$ cat src/rtl/adc_mode_seq_pkg.sv
`timescale 1ns/1ps
package adc_mode_seq_pkg;

   typedef enum logic [2:0] {
      MD_PWRDN  = 3'b000,
      MD_CONT   = 3'b001,
      MD_SINGLE = 3'b010,
      MD_IDLE   = 3'b011,
      MD_OFFCAL = 3'b100,
      MD_RSVD   = 3'b101,
      MD_ZSCAL  = 3'b110,
      MD_FSCAL  = 3'b111
   } op_mode_e;

   typedef enum logic [1:0] {
      ST_OFF,
      ST_IDLE,
      ST_ARM,
      ST_RUN
   } seq_state_e;

   typedef enum logic [1:0] {
      DST_NONE,
      DST_DATA,
      DST_OFFSET,
      DST_GAIN
   } dest_e;

   // where a settled sample is routed in a given mode
   function automatic dest_e mode_dest(op_mode_e m);
      case (m)
         MD_CONT, MD_SINGLE:  return DST_DATA;
         MD_OFFCAL, MD_ZSCAL: return DST_OFFSET;
         MD_FSCAL:            return DST_GAIN;
         default:             return DST_NONE;
      endcase
   endfunction

   // state taken right after a register write
   function automatic seq_state_e entry_state(op_mode_e m);
      case (m)
         MD_PWRDN:         return ST_OFF;
         MD_IDLE, MD_RSVD: return ST_IDLE;
         default:          return ST_ARM;
      endcase
   endfunction

endpackage

$ cat src/rtl/adc_mode_seq_reg.sv
`timescale 1ns/1ps
module adc_mode_seq_reg
   import adc_mode_seq_pkg::*;
(
   input  logic       clk,
   input  logic       rst_n,
   input  logic       wr_en,
   input  logic [7:0] wr_data,
   input  logic       idle_req,
   output logic [7:0] rd_data,
   output op_mode_e   mode_o,
   output logic       fast_clk,
   output logic       lp_mode,
   output logic       pga_off,
   output logic       ref_hp
);

   logic       clk_sel_q;
   logic       ref_sel_q;
   logic [1:0] pcfg_q;
   logic [2:0] mode_q;
   logic       rsvd_unused;

   assign rsvd_unused = wr_data[5];

   always_ff @(posedge clk or negedge rst_n) begin
      if (!rst_n) begin
         clk_sel_q <= 1'b0;
         ref_sel_q <= 1'b0;
         pcfg_q    <= 2'b00;
         mode_q    <= MD_PWRDN;
      end else if (wr_en) begin
         clk_sel_q <= wr_data[7];
         ref_sel_q <= wr_data[6];
         pcfg_q    <= wr_data[4:3];
         mode_q    <= wr_data[2:0];
      end else if (idle_req) begin
         mode_q    <= MD_IDLE;
      end
   end

   assign rd_data  = {clk_sel_q, ref_sel_q, 1'b0, pcfg_q, mode_q};
   assign mode_o   = op_mode_e'(mode_q);
   assign fast_clk = clk_sel_q;

   always_comb begin
      lp_mode = 1'b0;
      pga_off = 1'b0;
      case (pcfg_q)
         2'b01:   lp_mode = 1'b1;
         2'b11: begin
            lp_mode = 1'b1;
            pga_off = 1'b1;
         end
         default: lp_mode = 1'b0;
      endcase
   end

   assign ref_hp = ref_sel_q & lp_mode;

   assert_wr_R2: assert property (@(posedge clk) disable iff (!rst_n)
      $past(wr_en) |-> (rd_data[7:6] == $past(wr_data[7:6]) && rd_data[4:0] == $past(wr_data[4:0])));

endmodule

$ cat src/rtl/adc_mode_seq_fsm.sv
`timescale 1ns/1ps
module adc_mode_seq_fsm
   import adc_mode_seq_pkg::*;
#(
   parameter int SETTLE_CHOP  = 3,
   parameter int SETTLE_PLAIN = 2,
   parameter int CNT_W        = 2
)(
   input  logic             clk,
   input  logic             rst_n,
   input  logic             wr_en,
   input  op_mode_e         wr_mode,
   input  op_mode_e         mode_i,
   input  logic             conv_tick,
   input  logic             chop_en,
   input  logic             stat_clr,
   output logic             cnv_start,
   output logic [CNT_W-1:0] settle_o,
   output logic             data_we,
   output logic             off_we,
   output logic             gain_we,
   output logic             idle_req,
   output logic             rdy_o,
   output logic             cal_done_o,
   output logic             pwr_on,
   output logic             hold_rst,
   output logic             zero_sel
);

   seq_state_e       state_q;
   logic [CNT_W-1:0] cnt_q;
   logic [CNT_W-1:0] cnt_nxt;
   logic [CNT_W-1:0] settle_q;
   logic [CNT_W-1:0] settle_now;
   logic             rdy_q;
   logic             cal_q;
   logic             launch;
   logic             done_tick;
   dest_e            dest;

   assign settle_now = chop_en ? CNT_W'(SETTLE_CHOP) : CNT_W'(SETTLE_PLAIN);
   assign cnt_nxt    = cnt_q + CNT_W'(1);
   assign dest       = mode_dest(mode_i);

   // a write in the same cycle always wins over a strobe
   assign launch    = conv_tick && !wr_en && (state_q == ST_ARM);
   assign done_tick = conv_tick && !wr_en && (state_q == ST_RUN) && (cnt_nxt == settle_q);

   assign cnv_start = launch || (done_tick && (mode_i == MD_CONT));
   assign idle_req  = done_tick && (mode_i != MD_CONT);
   assign data_we   = done_tick && (dest == DST_DATA) && !rdy_q;
   assign off_we    = done_tick && (dest == DST_OFFSET);
   assign gain_we   = done_tick && (dest == DST_GAIN);

   always_ff @(posedge clk or negedge rst_n) begin
      if (!rst_n) begin
         state_q  <= ST_OFF;
         cnt_q    <= '0;
         settle_q <= CNT_W'(SETTLE_PLAIN);
      end else if (wr_en) begin
         state_q  <= entry_state(wr_mode);
         cnt_q    <= '0;
      end else if (launch) begin
         state_q  <= ST_RUN;
         cnt_q    <= '0;
         settle_q <= settle_now;
      end else if (done_tick) begin
         cnt_q <= '0;
         if (mode_i == MD_CONT) begin
            settle_q <= settle_now;
         end else begin
            state_q  <= ST_IDLE;
         end
      end else if (conv_tick && (state_q == ST_RUN)) begin
         cnt_q <= cnt_nxt;
      end
   end

   always_ff @(posedge clk or negedge rst_n) begin
      if (!rst_n) begin
         rdy_q <= 1'b0;
         cal_q <= 1'b0;
      end else if (done_tick) begin
         rdy_q <= 1'b1;
         if (dest != DST_DATA) begin
            cal_q <= 1'b1;
         end
      end else if (stat_clr) begin
         rdy_q <= 1'b0;
         cal_q <= 1'b0;
      end
   end

   assign settle_o   = settle_q;
   assign rdy_o      = rdy_q;
   assign cal_done_o = cal_q;
   assign pwr_on     = (state_q != ST_OFF);
   assign hold_rst   = (state_q == ST_IDLE);
   assign zero_sel   = ((state_q == ST_ARM) || (state_q == ST_RUN)) && (mode_i == MD_OFFCAL);

   assert_cal_idle_R7: assert property (@(posedge clk) disable iff (!rst_n)
      $rose(cal_q) |-> (mode_i == MD_IDLE));

   assert_single_idle_R6: assert property (@(posedge clk) disable iff (!rst_n)
      ($past(state_q) == ST_RUN && state_q == ST_IDLE && !$past(wr_en)) |-> (mode_i == MD_IDLE));

   assert_cal_rdy_R8: assert property (@(posedge clk) disable iff (!rst_n)
      cal_q |-> rdy_q);

   assert_abort_R11: assert property (@(posedge clk) disable iff (!rst_n)
      $past(wr_en) |-> !$rose(rdy_q));

   assert_off_nostart_R4: assert property (@(posedge clk) disable iff (!rst_n)
      (state_q == ST_OFF || state_q == ST_IDLE) |-> !cnv_start);

endmodule

$ cat src/rtl/adc_mode_seq_chan.sv
`timescale 1ns/1ps
module adc_mode_seq_chan #(
   parameter int            DW        = 24,
   parameter logic [DW-1:0] GAIN_INIT = '0
)(
   input  logic          clk,
   input  logic          rst_n,
   input  logic          sel,
   input  logic          data_we,
   input  logic          off_we,
   input  logic          gain_we,
   input  logic [DW-1:0] sample,
   output logic [DW-1:0] data_q,
   output logic [DW-1:0] off_q,
   output logic [DW-1:0] gain_q
);

   always_ff @(posedge clk or negedge rst_n) begin
      if (!rst_n) begin
         data_q <= '0;
         off_q  <= '0;
         gain_q <= GAIN_INIT;
      end else if (sel) begin
         if (data_we) data_q <= sample;
         if (off_we)  off_q  <= sample;
         if (gain_we) gain_q <= sample;
      end
   end

   assert_onedest_R8: assert property (@(posedge clk) disable iff (!rst_n)
      $countones({!$stable(data_q), !$stable(off_q), !$stable(gain_q)}) <= 1);

endmodule

$ cat src/rtl/adc_mode_seq.sv
`timescale 1ns/1ps
module adc_mode_seq
   import adc_mode_seq_pkg::*;
#(
   parameter int            NCH          = 2,
   parameter int            DW           = 24,
   parameter int            SETTLE_CHOP  = 3,
   parameter int            SETTLE_PLAIN = 2,
   parameter logic [DW-1:0] GAIN_INIT    = {1'b1, {(DW-1){1'b0}}},
   parameter int            CNT_W        = $clog2(((SETTLE_CHOP > SETTLE_PLAIN) ? SETTLE_CHOP : SETTLE_PLAIN) + 1)
)(
   input  logic               clk,
   input  logic               rst_n,
   input  logic               reg_wr,
   input  logic [7:0]         reg_wdata,
   output logic [7:0]         reg_rdata,
   input  logic               stat_clr,
   input  logic               conv_tick,
   input  logic               chop_en,
   input  logic [NCH-1:0]     chan_en,
   input  logic [NCH*DW-1:0]  cnv_sample,
   output logic               cnv_start,
   output logic [CNT_W-1:0]   cnv_settle,
   output logic               zero_in_sel,
   output logic               conv_fast_clk,
   output logic               lp_mode,
   output logic               pga_off,
   output logic               ref_hp,
   output logic               conv_pwr_on,
   output logic               conv_hold_rst,
   output logic               rdy,
   output logic               cal_done,
   output logic [NCH*DW-1:0]  data_out,
   output logic [NCH*DW-1:0]  offset_out,
   output logic [NCH*DW-1:0]  gain_out
);

   localparam int SETTLE_MAX = (SETTLE_CHOP > SETTLE_PLAIN) ? SETTLE_CHOP : SETTLE_PLAIN;

   if (NCH < 1 || NCH > 16) begin : g_bad_nch
      $error("NCH must be between 1 and 16");
   end
   if (DW < 2) begin : g_bad_dw
      $error("DW must be at least 2");
   end
   if (SETTLE_PLAIN < 1) begin : g_bad_settle
      $error("settle counts must be at least 1");
   end
   if ((1 << CNT_W) <= SETTLE_MAX) begin : g_bad_cntw
      $error("CNT_W too narrow for the settle count");
   end

   op_mode_e mode;
   logic     idle_req;
   logic     data_we;
   logic     off_we;
   logic     gain_we;

   adc_mode_seq_reg u_reg (
      .clk      (clk),
      .rst_n    (rst_n),
      .wr_en    (reg_wr),
      .wr_data  (reg_wdata),
      .idle_req (idle_req),
      .rd_data  (reg_rdata),
      .mode_o   (mode),
      .fast_clk (conv_fast_clk),
      .lp_mode  (lp_mode),
      .pga_off  (pga_off),
      .ref_hp   (ref_hp)
   );

   adc_mode_seq_fsm #(
      .SETTLE_CHOP  (SETTLE_CHOP),
      .SETTLE_PLAIN (SETTLE_PLAIN),
      .CNT_W        (CNT_W)
   ) u_fsm (
      .clk        (clk),
      .rst_n      (rst_n),
      .wr_en      (reg_wr),
      .wr_mode    (op_mode_e'(reg_wdata[2:0])),
      .mode_i     (mode),
      .conv_tick  (conv_tick),
      .chop_en    (chop_en),
      .stat_clr   (stat_clr),
      .cnv_start  (cnv_start),
      .settle_o   (cnv_settle),
      .data_we    (data_we),
      .off_we     (off_we),
      .gain_we    (gain_we),
      .idle_req   (idle_req),
      .rdy_o      (rdy),
      .cal_done_o (cal_done),
      .pwr_on     (conv_pwr_on),
      .hold_rst   (conv_hold_rst),
      .zero_sel   (zero_in_sel)
   );

   for (genvar c = 0; c < NCH; c++) begin : g_chan
      adc_mode_seq_chan #(
         .DW        (DW),
         .GAIN_INIT (GAIN_INIT)
      ) u_chan (
         .clk     (clk),
         .rst_n   (rst_n),
         .sel     (chan_en[c]),
         .data_we (data_we),
         .off_we  (off_we),
         .gain_we (gain_we),
         .sample  (cnv_sample[c*DW +: DW]),
         .data_q  (data_out[c*DW +: DW]),
         .off_q   (offset_out[c*DW +: DW]),
         .gain_q  (gain_out[c*DW +: DW])
      );
   end

   assert_gate_R10: assert property (@(posedge clk) disable iff (!rst_n)
      !$stable(data_out) |-> !$past(rdy));

   assert_start_power_R4: assert property (@(posedge clk) disable iff (!rst_n)
      cnv_start |-> (conv_pwr_on && !conv_hold_rst));

endmodule

$ cat config.mk
export PLATFORM = sky130hd
export DESIGN_NAME = adc_mode_seq
export DESIGN_NICKNAME = d
export VERILOG_FILES = /design/src/rtl/adc_mode_seq_pkg.sv /design/src/rtl/adc_mode_seq_reg.sv /design/src/rtl/adc_mode_seq_fsm.sv /design/src/rtl/adc_mode_seq_chan.sv /design/src/rtl/adc_mode_seq.sv
export SDC_FILE = /design/constraint.sdc
export NUM_CORES = 1
export LEC_CHECK = 0
export BUFFER_PORTS_ARGS = -buffer_cell sky130_fd_sc_hd__buf_2
export CORE_ASPECT_RATIO = 1.1
export CORE_MARGIN = 3
export CORE_UTILIZATION = 40
export DETAILED_ROUTE_END_ITERATION = 10
export HOLD_SLACK_MARGIN = 0.12
export PLACE_DENSITY_LB_ADDON = 0.15
export REMOVE_ABC_BUFFERS = 1
export SKIP_CTS_REPAIR_TIMING = 1
export SLEW_MARGIN = 40
export SYNTH_ARGS = -nofsm -noshare
export SYNTH_HDL_FRONTEND = slang
export SYNTH_SLANG_ARGS = --single-unit
$ cat constraint.sdc
create_clock -name clk -period 2.1 [get_ports clk]
set_input_delay 0 -clock clk [delete_from_list [all_inputs] [get_ports clk]]
set_output_delay 0 -clock clk [all_outputs]
set_load 0.01 [all_outputs]
==> impl_metrics.tcl <==
set metrics [dict create \
    finalInstanceArea_um2 9140 \
    synth.distinct_cells 40 \
    critPathTopFamily "simple AND/OR/NAND/NOR gates" \
    drive_gt1_frac 0.610 \
    tightest_slew_ns 0.530 \
    min_path_cells 4 \
    hold_viol_final 0 \
    reg2reg_slack_ns 0.16 \
    cp_cell_sequence "nor3b_2 > o21a_4 > and3_1 > buf_12 > mux2_2" \
    gp_congestion 0.817 \
    worstPathArrival_ns 2.24 \
    crit_buf_inv 1 \
    placed_cell_area_um2 7820 \
    vdd_ir_drop_max_mv 0.508 \
    synthCells 387 \
    cts_tree "yes" \
    drv_slew 0 \
    status "complete, no violations" \
    slew-limit-headroom 0.647 \
    core_um2 15700 \
    power_density_nw_per_um2 747 \
    worstSetupStartpointType "register" \
    grt_overflow_total 0 \
    ios 228 \
    slowest_stage "dfrtp_1" \
    drc 0 \
    avgSynthCellArea_um2 16.7 \
    layout_common_cells "buf_2 (223), dfrtp_1 (156), mux2_2 (89)" \
    fin_cells 905 \
    firstDrtPassIters 4 \
    drtIter0Drc 136 \
    syn_area_um2 6460 \
    track_usage 0.170 \
    max-cap-violations 0 \
    antenna_found_initial 0 \
    synthTopCellsByArea "dfrtp_1 (60%), mux2_2 (16%), mux2_4 (14%)" \
    cp.depth 5 \
    max_stage_delay_ns 0.43 \
    preCtsSetupSlack_ns 0.165 \
    clkLatencyLatePin_ns 0.42 \
    rsz0062_at_grt "no" \
    die-area_um2 17700 \
    setup_ws_ns 0.164 \
    setup.worst_path.class "register to register" \
    grt_pass1_wl_um 23800 \
    die_h_um 139 \
    ant_nets 0 \
    num_antenna_cells 0 \
    skew_ns 0.00823 \
    wirelength_um 15400 \
    via_count 4323 \
    clkTransAtPathRegs_ns 0.07 \
    die_w_um 127 \
    dp.cells 802 \
    place.port_buffers 224 \
    start_util 0.410 \
    cts_sinks 158 \
    wl_per_cell_um 17.0 \
    ys_seq_area_frac 0.613 \
    final_nets 756 \
    avgViaCountPerCell 4.78 \
    cp_max_fo 24 \
    syn_to_final_growth_pct 41.6 \
    fmax_mhz 517 \
    cts_made_buffers 17 \
    dp_hpwl_um 10300 \
    ys_seq_elements 158 \
    yosys.area.top_type "dfrtp_1" \
    ctsLongestPathBuffers 2 \
    synth_top_area_frac 0.605 \
    htreeDepth 4 \
    rows 48 \
    grt_pass1_vias 4394 \
    hp-class "primary input to register" \
    fin_crit_sh 0.922 \
    setup_violations 0 \
    total_leakage_power_uw 0.00502 \
    yosysWarnings 0 \
    grt_max_degree 59 \
    critical_path_required_ns 2.40 \
    root_buffer "clkbuf_16" \
    hold_ws_ns 0.192 \
    final_common_cell "buf_2" \
    final.min_clock_period_ns 1.94 \
    reg2reg_depth 5 \
    cp-end-kind "register" \
]
[per-stage QoR]
stage	setup TNS, ns	util	power, uW
after floorplan	-18.40	-	3340
after global placement	0	0.497	3600
after detailed placement	0	0.497	3610
after CTS	0	0.536	6800
after global routing	0	0.581	7120
final	0	0.581	6830
[synth_stat cells (all sizes together)]
| cell type | instances |
|---|---|
| nand3 | 3 |
| o22ai | 1 |
| nor2 | 3 |
| xor2 | 1 |
| a21oi | 3 |
| and4b | 1 |
| and3b | 2 |
| mux2 | 150 |
| dfrtp | 156 |
| and2 | 2 |
| or2 | 1 |
| dfstp | 2 |
| a21o | 1 |
| nand2 | 6 |
| nor2b | 2 |
| o21bai | 1 |
| conb | 2 |
| o211ai | 1 |
| xnor2 | 2 |
| clkbuf | 2 |
| o21ai | 7 |
| a211oi | 1 |
| o2bb2ai | 1 |
| nand3b | 1 |
| and3 | 3 |
| nor3 | 4 |
| or3 | 1 |
| o21a | 1 |
| inv | 3 |
| nor3b | 3 |
| buf | 20 |
[power by group]
part           total, uW  switching (uW)  internal (uW)
sequential          3140            43.6           3100
clock               3160            1270           1890
combinational        523             246            277
total               6830            1560           5270
[worst min-delay path, delay by kind of cell]
kind                   cells  cell delay [ns]
muxes                      1             0.17
and+or+nand+nor            1             0.08
buffers and inverters      2             0.32
[cell type report]
cell class / count / area (um^2)
tap: 200 / 250
multi-input combinational: 204 / 2290
fill: 1254 / 6590
clock buffer: 17 / 425
sequential: 158 / 3960
clock inverter: 15 / 184
timing repair buffer: 308 / 2020
inverter: 3 / 11.3
[path summary, 6_finish.rpt]
kind                                                to                       from
min                         g_chan[1].u_chan.off_q[16]                 chan_en[1]
min reg2reg                  g_chan[0].u_chan.off_q[2]  g_chan[0].u_chan.off_q[2]
max                          g_chan[0].u_chan.off_q[3]             u_fsm.cnt_q[0]
min in group asynchronous  g_chan[0].u_chan.data_q[20]                      rst_n
max reg2reg                  g_chan[0].u_chan.off_q[3]             u_fsm.cnt_q[0]
max in group asynchronous  g_chan[0].u_chan.data_q[23]                      rst_n
[per-layer routing]
metal / GRT usage / part of all wire / vias up
met5: 0 / 0 / -
met4: 0.0525 / 0.017 / 0
met3: 0.0714 / 0.074 / 18
met2: 0.267 / 0.48 / 167
met1: 0.214 / 0.43 / 2163
li1: - / - / 1975
[state kept, by name, indices dropped and copies added (netlist names), 2 cells and up]
register              cells
u_reg.pcfg_q              2
g_chan.u_chan.off_q      48
g_chan.u_chan.data_q     48
u_fsm.state_q             2
u_fsm.cnt_q               2
g_chan.u_chan.gain_q     48
u_reg.mode_o              3
[cells by family (layout without fill, tap and decap cells)]
logic type,count (synthesis),count (layout),synth area share
flops,158,158,0.613
mux,150,150,0.297
simple gates,32,32,0.0341
buf+inv,25,343,0.0326
compound gates,17,17,0.0188
xor+xnor,3,3,0.00407
other cells,2,2,0.00116
No activity file was read; power rests on OpenSTA's default activity.
